[src/rtl/scan_seq_pkg.sv]
package scan_seq_pkg;

  typedef struct packed {
    logic       diff;
    logic       uni;
    logic [3:0] gain;
  } gcode_t;

  // Split a raw range byte into fields; odd channels cannot be differential.
  function automatic gcode_t decode_code(input logic [7:0] raw, input logic odd);
    gcode_t c;
    c.gain = raw[3:0];
    c.uni  = raw[4];
    c.diff = raw[5] & ~odd;
    return c;
  endfunction

endpackage

[src/rtl/scan_gain_mem.sv]
module scan_gain_mem
  import scan_seq_pkg::*;
#(
  parameter int DEPTH = 16,
  localparam int AW   = $clog2(DEPTH)
) (
  input  logic          clk,
  input  logic          rst,
  input  logic          we,
  input  logic [AW-1:0] waddr,
  input  gcode_t        wdata,
  input  logic          re,
  input  logic [AW-1:0] raddr,
  output gcode_t        rdata
);

  gcode_t mem [DEPTH];

  // Write port, no reset on the array so it maps to block RAM.
  always_ff @(posedge clk) begin
    if (we) mem[waddr] <= wdata;
  end

  // Registered read port with enable; read-first on address collision.
  always_ff @(posedge clk) begin
    if (rst)     rdata <= '0;
    else if (re) rdata <= mem[raddr];
  end

endmodule

[src/rtl/scan_step.sv]
module scan_step #(
  parameter int NUM_CH = 16,
  localparam int CH_W  = $clog2(NUM_CH)
) (
  input  logic [CH_W-1:0] cur,
  input  logic [CH_W-1:0] start_ch,
  input  logic [CH_W-1:0] end_ch,
  input  logic            cur_diff,
  output logic [CH_W-1:0] nxt
);

  logic [CH_W-1:0] plus1, plus2;

  always_comb begin
    plus1 = cur + CH_W'(1);
    plus2 = cur + CH_W'(2);
    if (cur == end_ch)                     nxt = start_ch;
    else if (cur_diff && (plus1 == end_ch)) nxt = start_ch;
    else if (cur_diff)                     nxt = plus2;
    else                                   nxt = plus1;
  end

endmodule

[src/rtl/scan_tag.sv]
module scan_tag #(
  parameter int NUM_CH = 16,
  parameter int TAG_W  = 4,
  localparam int CH_W  = $clog2(NUM_CH)
) (
  input  logic [CH_W-1:0]  cur,
  output logic [TAG_W-1:0] tag,
  output logic             tag_valid
);

  generate
    if (CH_W <= TAG_W) begin : g_tagged
      assign tag       = TAG_W'(cur);
      assign tag_valid = 1'b1;
    end else begin : g_untagged
      assign tag       = '0;
      assign tag_valid = 1'b0;
    end
  endgenerate

endmodule

[src/rtl/scan_seq.sv]
module scan_seq
  import scan_seq_pkg::*;
#(
  parameter int NUM_CH = 16,
  parameter int TAG_W  = 4,
  localparam int CH_W  = $clog2(NUM_CH)
) (
  input  logic             clk,
  input  logic             rst,
  input  logic             mux_wr,
  input  logic [15:0]      mux_data,
  input  logic             range_wr,
  input  logic [7:0]       range_data,
  input  logic             conv_done,
  output logic [CH_W-1:0]  cur_ch,
  output logic [3:0]       gain_idx,
  output logic             unipolar,
  output logic             differential,
  output logic [TAG_W-1:0] sample_tag,
  output logic             tag_valid
);

  logic [CH_W-1:0] start_q, end_q, cur_q;
  logic [CH_W-1:0] nxt_ch, raddr, mux_start, mux_end;
  logic            single_sel, mem_we, mem_re;
  gcode_t          wcode, rcode;

  assign mux_start  = mux_data[CH_W-1:0];
  assign mux_end    = mux_data[8 +: CH_W];
  assign single_sel = (start_q == end_q);

  // Gain memory write: only when a single channel is selected.
  assign mem_we = range_wr && single_sel;
  assign wcode  = decode_code(range_data, start_q[0]);

  // Read the entry for whatever channel is presented next.
  assign mem_re = mux_wr || conv_done;
  assign raddr  = mux_wr ? mux_start : nxt_ch;

  scan_step #(.NUM_CH(NUM_CH)) step_i (
    .cur      (cur_q),
    .start_ch (start_q),
    .end_ch   (end_q),
    .cur_diff (rcode.diff),
    .nxt      (nxt_ch)
  );

  scan_gain_mem #(.DEPTH(NUM_CH)) mem_i (
    .clk   (clk),
    .rst   (rst),
    .we    (mem_we),
    .waddr (start_q),
    .wdata (wcode),
    .re    (mem_re),
    .raddr (raddr),
    .rdata (rcode)
  );

  always_ff @(posedge clk) begin
    if (rst) begin
      start_q <= '0;
      end_q   <= '0;
      cur_q   <= '0;
    end else if (mux_wr) begin
      start_q <= mux_start;
      end_q   <= mux_end;
      cur_q   <= mux_start;
    end else if (conv_done) begin
      cur_q   <= nxt_ch;
    end
  end

  assign cur_ch       = cur_q;
  assign gain_idx     = rcode.gain;
  assign unipolar     = rcode.uni;
  assign differential = rcode.diff;

  scan_tag #(.NUM_CH(NUM_CH), .TAG_W(TAG_W)) tag_i (
    .cur       (cur_q),
    .tag       (sample_tag),
    .tag_valid (tag_valid)
  );


  mux_load_chk: assert property (@(posedge clk) disable iff (rst)
    mux_wr |=> cur_ch == $past(mux_start));


  wrap_to_start_chk: assert property (@(posedge clk) disable iff (rst)
    (conv_done && !mux_wr && cur_q == end_q) |=> cur_ch == $past(start_q));


  step_one_chk: assert property (@(posedge clk) disable iff (rst)
    (conv_done && !mux_wr && cur_q != end_q && !differential)
      |=> cur_ch == CH_W'($past(cur_q) + CH_W'(1)));


  hold_chk: assert property (@(posedge clk) disable iff (rst)
    (!conv_done && !mux_wr)
      |=> ($stable(cur_ch) && $stable(gain_idx) && $stable(unipolar) && $stable(differential)));


  diff_even_chk: assert property (@(posedge clk) disable iff (rst)
    differential |-> !cur_ch[0]);

endmodule

[config.mk]
export PLATFORM = sky130hd
export DESIGN_NAME = scan_seq
export DESIGN_NICKNAME = d
export VERILOG_FILES = /design/src/rtl/scan_seq_pkg.sv /design/src/rtl/scan_gain_mem.sv /design/src/rtl/scan_step.sv /design/src/rtl/scan_tag.sv /design/src/rtl/scan_seq.sv
export SDC_FILE = /design/constraint.sdc
export NUM_CORES = 1
export LEC_CHECK = 0
export BUFFER_PORTS_ARGS = -buffer_cell sky130_fd_sc_hd__buf_2
export CELL_PAD_IN_SITES_DETAIL_PLACEMENT = 1
export CELL_PAD_IN_SITES_GLOBAL_PLACEMENT = 2
export CORE_ASPECT_RATIO = 1.4
export CORE_MARGIN = 3
export CORE_UTILIZATION = 40
export CTS_CLUSTER_DIAMETER = 80
export DETAILED_ROUTE_END_ITERATION = 7
export GPL_TIMING_DRIVEN = 0
export HOLD_SLACK_MARGIN = 0.15
export PLACE_DENSITY_LB_ADDON = 0.1
export SLEW_MARGIN = 5
export SYNTH_ARGS = -nofsm -noshare
export SYNTH_HDL_FRONTEND = slang
export SYNTH_HIERARCHICAL = 1
export SYNTH_SLANG_ARGS = --single-unit
export TNS_END_PERCENT = 10
[constraint.sdc]
create_clock -name clk -period 6.89 [get_ports clk]
set_input_delay 1.0335 -clock clk [delete_from_list [all_inputs] [get_ports clk]]
set_output_delay 1.0335 -clock clk [all_outputs]
set_load 0.01 [all_outputs]
==> results of run 1 <==
## sequential cells by signal, summed over array words and instances, names as in the netlist
register	cells
mem_i/rdata	6
start_q	4
end_q	4
cur_ch	4
mem_i/mem	96
## cell families (layout without fill, tap and decap cells)
family,count (synthesis),count (layout),share of synthesized area [%]
xor gates and xnor gates,14,14,2.65
other,1,1,0.0765
buffers and inverters,24,87,3.68
DFF,114,114,66.2
adders and majority gates,2,2,0.510
AOI/OAI and AO/OA,20,20,2.99
muxes,66,66,14.3
and+or+nand+nor,99,99,9.65
## stage by stage
step | hold slack, ns | cells | setup WS (ns)
after floorplan | 0.482 | 340 | 3.93
after global placement | 0.437 | 518 | 3.23
after detailed placement | 0.439 | 518 | 3.28
after CTS | 0.453 | 550 | 3.27
after global routing | 0.495 | 550 | 3.15
final | 0.445 | 550 | 3.30
## cell type report
class	count	share of cell area [%]
multi-input cells	202	25.4
inverters	3	0.193
repair buffers	31	2.65
plain buffers	21	2.89
flip-flops and latches	114	55.5
clock buffers	23	8.00
well taps	147	3.15
clock inverters	9	2.27
## critical path: cells and delay by family, from the launching register on
family          cells  cell delay, ns
buf+inv             1            0.52
xor+xnor            1            0.15
flops               1            0.52
simple gates        4            0.53
mux                 2            0.63
compound gates      2            0.79
fa+ha+maj           1            0.32
## path summary, 6_finish.rpt
check / startpoint / end / slack [ns] / depth (start not counted)
min: mem_i/rdata[3] / mem_i/rdata[3] / 0.45 / 2
min reg2reg: mem_i/rdata[3] / mem_i/rdata[3] / 0.45 / 2
max reg2reg: cur_ch[0] / mem_i/rdata[2] / 3.30 / 11
max: cur_ch[0] / mem_i/rdata[2] / 3.30 / 11
## synthesized netlist by cell type (all sizes together)
library cell / number
edfxtp: 96
mux2i: 58
nand2: 28
nor2: 27
dfxtp: 18
buf: 15
nand3: 13
a22oi: 12
nor3: 12
xnor2: 10
mux2: 8
nand4: 7
a21oi: 6
clkbuf: 6
xor2: 4
inv: 3
nor2b: 3
ha: 2
nand2b: 2
nand3b: 2
or3b: 2
and2: 1
and3b: 1
conb: 1
nor4: 1
o21ai: 1
o41a: 1
## layer usage
| metal | vias to the layer above | part of all wire [%] | global-route usage, % |
|---|---|---|---|
| met1 | 1438 | 38 | 19.5 |
| met4 | 0 | 2.9 | 9.49 |
| met2 | 64 | 55 | 33.8 |
| li1 | 1363 | - | - |
| met3 | 23 | 4.2 | 5.66 |
| met5 | - | 0 | 0 |
## power by group through the flow
stage          logic, uW  clock network (uW)  registers, uW
2_1_floorplan        236                   0            807
3_3_place_gp         342                   0            806
3_5_place_dp         345                   0            807
4_1_cts              347                 900            793
5_1_grt              368                 933            797
6_report             339                 885            793
==> reports/qor.csv, run 1 <==
metric,value,unit
dr.pass1.iters,4,
synth_seq_cells,114,
nets,421,
die_h,137,um
antenna_found_initial,0,
setup-violations-final,0,
critPathMaxStageDelay,0.52,ns
dpl.hpwl,8180,um
cts_tree,yes,
grt_pass1_vias,3018,
synth_area_leaders,"edfxtp_1, mux2i_1, dfxtp_1",
htree_num_levels,4,
p_clk_share,43.9,%
p_leak,0.00216,uW
dieWidth,99.6,um
post-route-util,49.2,%
cts_resized,0,
core-area,11900,um^2
switching_power,506,uW
p_int,1510,uW
cts-hold-fix-buffers,0,
p_total,2020,uW
syn_area_per_cell,14.4,um^2
post-route-period-util,52.1,%
diodes,0,
final_cell_mix,"edfxtp_1, mux2i_1, buf_2, nand2_1, nor2_1",
drtIter0Drc,112,
ant_nets,0,
synth_top_area_share,58.8,%
gr-usage-all-layers,18.7,%
power_density,345,nW/um^2
cts.sinks,114,
slew_headroom,22.8,%
critPathCaptureType,flop,
path_class,flop to flop,
critPathSlowestCell,dfxtp_1,
hold_violations,0,
final_common_cell,edfxtp_1,
nFillCells,1209,
drive_gt1_share,21.8,%
yosys.area.top_type,edfxtp_1,
worstMarginPinSlew,1.15,ns
rows,47,
p_seq_share,39.3,%
wl_per_cell,21.5,um
grt_max_degree,17,
fin_setup_tns,0,ns
worst_setup_path_start_kind,flop,
rsz0062_at_grt,false,
skew,0.0143,ns
switching_share,25.1,%
yosysWarnings,6,
clkTransAtPathRegs,0.06,ns
slew_viol_final,0,
finalInstanceArea,5850,um^2
worstPathRequired,7.19,ns
vias_per_cell,5.25,
drc,0,
io_pins,44,
grt_pass1_wl,17800,um
gp_congestion,0.748,
status,"finished, final reports clean",
synthesis.area,4900,um^2
drt-total-wl,11800,um
regArea,3240,um^2
die_area,13600,um^2
hold_class,flop to flop,
clock_latency,0.42,ns
worstPathArrival,3.89,ns
worstPathCellList,"ha_1, xnor2_1, nand2_1, o41a_4, mux2_4, mux2_4, nor2_1, clkbuf_1, a22oi_1, nand4_1, nand3_1",
multi_input_area,1480,um^2
cts_setup_buffers,0,
fin_crit,3.59,ns
synth_nets,371,
post_synth_inst_count,340,
place_area,5240,um^2
cts_buffers,17,
io_buffers,31,
maxCapViolations,0,
area_growth_syn_to_layout,19.3,%
vias,2888,
initial_core_util,41.3,%
yosysUniqueCellTypes,35,
grt_overflow_total,0,
ir_worst_vdd,0.174,mV
clockRootBuffer,clkbuf_16,
path_common_cell,mux2_4,
fmax,278,MHz
p_comb_share,16.8,%
critPathMaxFanout,10,
synth_seq_area_share,66.2,%
clockBufferDepth,2,
(Power assumes the default switching activity.)
==> inputs of run 2 (changes only) <==
- CORE_UTILIZATION: 40 -> 38
- clock period: 6.89 -> 3 ns (I/O delays scaled with it)
==> reports/qor.csv, run 2 (synthesis gave the netlist of run 1 again) <==
metric,value,unit,change
worst_setup_path_start_kind,flop,,
cts_setup_buffers,0,,unchanged
hold_depth,2,,unchanged
io_pins,44,,unchanged
fin_setup_tns,-0.000802,ns,-0.000802 ns
skew,0.00670,ns,-0.00756 ns
critPathMaxFanout,8,,-2
worstPathCellList,"ha_4, xnor2_2, xnor2_1, o41a_4, mux2_4, mux2_4, or3b_1, clkbuf_2, a21oi_1, nand3_1, nand3_1",,
nFillCells,1279,,+5.8%
initial_core_util,39.2,%,-2.0 points
fmax,333,MHz,+20%
grt_pass1_wl,17700,um,-0.24%
nets,421,,unchanged
setup-violations-final,1,,+1
status,finished with violations,,
cts_tree,yes,,
gp_congestion,0.730,,-2.4%
slew_viol_final,0,,unchanged
io_buffers,31,,unchanged
drt-total-wl,11700,um,-1.1%
vias,2867,,-0.73%
grt_max_degree,17,,unchanged
clock_latency,0.41,ns,about the same
ant_nets,0,,unchanged
clockBufferDepth,2,,unchanged
path_class,flop to flop,,
drive_gt1_share,27.8,%,+6.0 points
worstPathArrival,3.34,ns,-0.55 ns
area_growth_syn_to_layout,22.5,%,
p_total,4820,uW,+140%
dieWidth,102,um,+2.4%
dp_slack,-0.695,ns,-3.98 ns
top_register,mem_i/mem,,
fin_crit,3.00,ns,-0.592 ns
post-route-period-util,100,%,+48 points
maxCapViolations,0,,unchanged
power_density,803,nW/um^2,+130%
top_regs,"mem_i/mem (96), mem_i/rdata (6)",,
diodes,0,,unchanged
cts_buffers,17,,unchanged
ir_worst_vdd,0.332,mV,+91%
antenna_found_initial,0,,unchanged
grt_overflow_total,0,,unchanged
dpl.hpwl,8200,um,+0.26%
hold_violations,0,,unchanged
dr.pass1.iters,6,,+2
slew_headroom,29.8,%,+6.9 points
violations,setup timing,,
hold_class,input port to flop,,
worstMarginPinSlew,1.05,ns,-0.0974 ns
critPathMaxStageDelay,0.48,ns,-0.04 ns
clockRootBuffer,clkbuf_16,,
drc,0,,unchanged
final_common_cell,edfxtp_1,,
htree_num_levels,4,,unchanged
wl_per_cell,21.1,um,-1.6%
worstPathRequired,3.34,ns,-3.85 ns
gr-usage-all-layers,17.6,%,-1.2 points
fin_ws,-0.000802,ns,-3.30 ns
clkTransAtPathRegs,0.05,ns,about the same
cts.sinks,114,,unchanged
die_area,14300,um^2,+5.0%
final_cell_mix,"edfxtp_1, mux2i_1, buf_2, nand2_1, nor2_1",,
rsz0062_at_grt,true,,
core-area,12500,um^2,+5.2%
die_h,140,um,+2.5%
drtIter0Drc,133,,+19%
cts-hold-fix-buffers,0,,unchanged
reg2regPathDepth,11,,unchanged
largest_reg_flops,96,,unchanged
vias_per_cell,5.18,,-1.3%
critPathCaptureType,flop,,
rows,48,,+2.1%
grt_pass1_vias,3027,,+0.30%
p_leak,0.00222,uW,+3.0%
critPathSlowestCell,o41a_4,,
[run 2: changes by cell type in the layout (fill, tap and decap cells not counted), sizes merged]
cell,previous run,this run
buf,46,45
bufinv,3,4
clkbuf,29,30
clkinv,4,3
[run 2: what timing repair did]
item | in CTS | in global routing
setup endpoints to repair | 12 | 34
gates resized for setup | 17 | 15
hold endpoints to repair | 0 | 0
pin swaps | 2 | 1
[run 2: cell type report]
| cell class | count | area [um^2] | share of cell area (%) |
|---|---|---|---|
| timing repair buffer | 31 | 155 | 2.58 |
| multi-input combinational | 202 | 1550 | 25.9 |
| tap | 150 | 188 | 3.13 |
| buffer | 21 | 198 | 3.29 |
| clock buffer | 23 | 498 | 8.29 |
| sequential | 114 | 3250 | 54.1 |
| inverter | 3 | 11.3 | 0.188 |
| clock inverter | 9 | 150 | 2.50 |
[run 2: through the flow]
stage | utilization (%) | hold WS (ns) | cell area, um^2 | std cells
after floorplan | - | 0.482 | 4900 | 340
after global placement | 42.0 | 0.441 | 5250 | 521
after detailed placement | 42.0 | 0.450 | 5250 | 521
after CTS | 47.7 | 0.263 | 5960 | 553
after global routing | 48.1 | 0.268 | 6010 | 553
final | 48.1 | 0.279 | 6010 | 553
[run 2: worst max-delay path: cells and delay by family, from the launching register on]
kind	cells	cell delay [ns]
compound gates	2	0.66
mux	2	0.61
simple gates	3	0.61
flops	1	0.38
xor+xnor	2	0.33
fa+ha+maj	1	0.17
buf+inv	1	0.17
[run 2: final timing paths]
path | start | endpoint | slack, ns
setup / recovery | cur_ch[0] | mem_i/rdata[5] | -0.0008
hold / removal | rst | cur_ch[2] | 0.28
hold reg to reg | mem_i/rdata[4] | mem_i/rdata[4] | 0.45
setup reg to reg | cur_ch[0] | mem_i/rdata[5] | -0.0008
[run 2: power by group]
| part | total [uW] | switching [uW] | leakage [uW] | internal (uW) |
|---|---|---|---|---|
| Combinational | 832 | 443 | 0.000893 | 390 |
| Clock | 2160 | 669 | 0.000315 | 1490 |
| Sequential | 1820 | 52.3 | 0.00102 | 1770 |
| Total | 4820 | 1160 | 0.00222 | 3660 |
[run 2: per-layer routing]
layer	GRT usage, %	vias up	share of wire, %
met1	18.9	1439	39
met4	5.60	0	1.5
met3	4.93	11	2.9
li1	-	1360	-
met2	32.4	57	57
met5	0	-	0
==> inputs of run 3 (changes only) <==
- BUFFER_PORTS_ARGS: -buffer_cell sky130_fd_sc_hd__buf_2 -> not set
- CORE_UTILIZATION: 38 -> 40
- DONT_BUFFER_PORTS: not set -> 1
- PLACE_DENSITY_LB_ADDON: 0.1 -> 0.25
==> reports/qor.csv, run 3 (synthesis gave the netlist of run 1 again) <==
metric,value,unit,change
clock_latency,0.40,ns,about the same
fin_setup_tns,0,ns,+0.000802 ns
r2r_start,cur_ch[0],,
final_cells,525,,-5.1%
dp_slack,-0.631,ns,+0.0642 ns
power_density,770,nW/um^2,-4.1%
fmax,340,MHz,+1.9%
critPathMaxFanout,10,,+2
drive_gt1_share,22.2,%,-5.6 points
area_growth_syn_to_layout,19.4,%,
ir_worst_vdd,0.386,mV,+16%
diodes,0,,unchanged
hold_class,input port to flop,,
dp_cells,487,,-6.5%
antenna_found_initial,0,,unchanged
p_seq_share,41.0,%,+3.2 points
grt_max_degree,17,,unchanged
clkTransAtPathRegs,0.05,ns,about the same
p_int,3380,uW,-7.6%
final_common_cell,edfxtp_1,,
switching_power,1130,uW,-2.8%
gr-usage-all-layers,18.2,%,+0.61 points
drc,0,,unchanged
io_buffers,0,,-100%
multi_input_area,1600,um^2,+2.8%
slew_viol_final,0,,unchanged
startpoint,cur_ch[0],,
clockBufferDepth,2,,unchanged
grt_overflow_total,0,,unchanged
dr.pass1.iters,4,,-2
drt-total-wl,11400,um,-2.1%
post-route-period-util,98.2,%,-1.9 points
skew,0.00814,ns,+0.00144 ns
p_clk_share,41.6,%,-3.3 points
regArea,3260,um^2,+0.12%
cts_tree,yes,,
rsz0062_at_grt,true,,
hold_start,mux_data[1],,
core-area,11900,um^2,-4.9%
wl_per_cell,21.8,um,+3.1%
worstPathArrival,3.24,ns,-0.10 ns
final_cell_mix,"edfxtp_1, mux2i_1, nand2_1, nor2_1, clkbuf_16",,
cts.sinks,114,,unchanged
initial_core_util,41.3,%,+2.0 points
largest_reg_flops,96,,unchanged
grt_pass1_wl,17500,um,-1.7%
p_total,4510,uW,-6.5%
status,"finished, final reports clean",,
worstMarginPinSlew,1.02,ns,-0.0360 ns
slew_headroom,32.2,%,+2.4 points
htree_num_levels,4,,unchanged
worst_setup_path_start_kind,flop,,
dieWidth,99.6,um,-2.4%
nets,396,,-5.9%
critPathCaptureType,flop,,
switching_share,25.1,%,+0.94 points
vias,2787,,-2.8%
maxCapViolations,0,,unchanged
cts_buffers,17,,unchanged
p_leak,0.00207,uW,-7.1%
p_comb_share,17.4,%,about the same
top_regs,"mem_i/mem (96), mem_i/rdata (6)",,
drtIter0Drc,92,,-31%
path_class,flop to flop,,
io_pins,44,,unchanged
cts_setup_buffers,0,,unchanged
die_h,137,um,-2.4%
top_register,mem_i/mem,,
die_area,13600,um^2,-4.8%
clockRootBuffer,clkbuf_16,,
fin_ws,0.0551,ns,+0.0559 ns
vias_per_cell,5.31,,+2.4%
rows,47,,-2.1%
setup-violations-final,0,,-1
hold_violations,0,,unchanged
dpl.hpwl,8120,um,-0.99%
fin_crit,2.94,ns,-0.0559 ns
grt_pass1_vias,3043,,+0.53%
worstPathRequired,3.29,ns,-0.05 ns
gp_congestion,0.748,,+2.5%
nFillCells,1164,,-9.0%
ant_nets,0,,unchanged
run 3: changes by cell type in the layout (fill, tap and decap cells not counted), moves of 3 or more:
cell,before,now
mux2i_1,58,55
buf_2,31,0
dlygate4sd3_1,0,6
mux2i_2,0,3
clkbuf_1,3,6
bufinv_16,4,1
buf_4,6,9
run 3: area by class of cell:
cell class | count | share of cell area [%]
timing repair buffer | 6 | 1.03
clock inverter | 6 | 0.919
buffer | 21 | 3.12
multi-input combinational | 202 | 27.3
tap | 147 | 3.14
sequential | 114 | 55.6
inverter | 3 | 0.192
clock buffer | 26 | 8.70
run 3: final timing paths:
kind / end / slack [ns] / cells past startpoint
worst min-delay path: start_q[1] / 0.20 / 2
worst min register to register: mem_i/rdata[1] / 0.50 / 2
worst max-delay path: mem_i/rdata[1] / 0.06 / 13
worst max register to register: mem_i/rdata[1] / 0.06 / 13
run 3: power by group through the flow:
stage / combinational [uW] / sequential (uW) / clock, uW
after CTS: 768 / 1840 / 1910
after floorplan: 541 / 1850 / 0
after detailed placement: 708 / 1870 / 0
final: 784 / 1850 / 1880
after global routing: 842 / 1860 / 1980
after global placement: 694 / 1870 / 0
run 3: stage by stage:
step | utilization [%] | hold WS, ns | cell area, um^2
6_report | 49.3 | 0.197 | 5850
5_1_grt | 49.3 | 0.204 | 5850
4_1_cts | 48.7 | 0.180 | 5790
3_5_place_dp | 42.8 | 0.502 | 5090
3_3_place_gp | 42.8 | 0.500 | 5090
2_1_floorplan | - | 0.482 | 4900
run 3: repair_timing:
| action | CTS | global route |
|---|---|---|
| setup endpoints to repair | 18 | 24 |
| hold buffers | 6 | 0 |
| resized for setup | 26 | 14 |
| endpoints found under the hold margin | 82 | 0 |
| pin swaps | 3 | 0 |
run 3: worst max-delay path: stages (launching register included):
cell and delay (ns):
dfxtp_4 0.39, ha_4 0.19, xnor2_4 0.13, xnor2_1 0.14, o41a_4 0.48, mux2_4 0.31
mux2_4 0.28, buf_4 0.16, buf_12 0.15, buf_12 0.15, mux2i_2 0.18, nand2_1 0.09
nand4_1 0.11, nand3_1 0.07
run 3: metal layers:
metal	vias up	routed length [um]	global-route usage, %
met2	69	6530	34.0
met1	1390	4220	18.6
met5	-	0	0
met4	0	263	8.81
met3	14	420	4.59
li1	1314	-	-
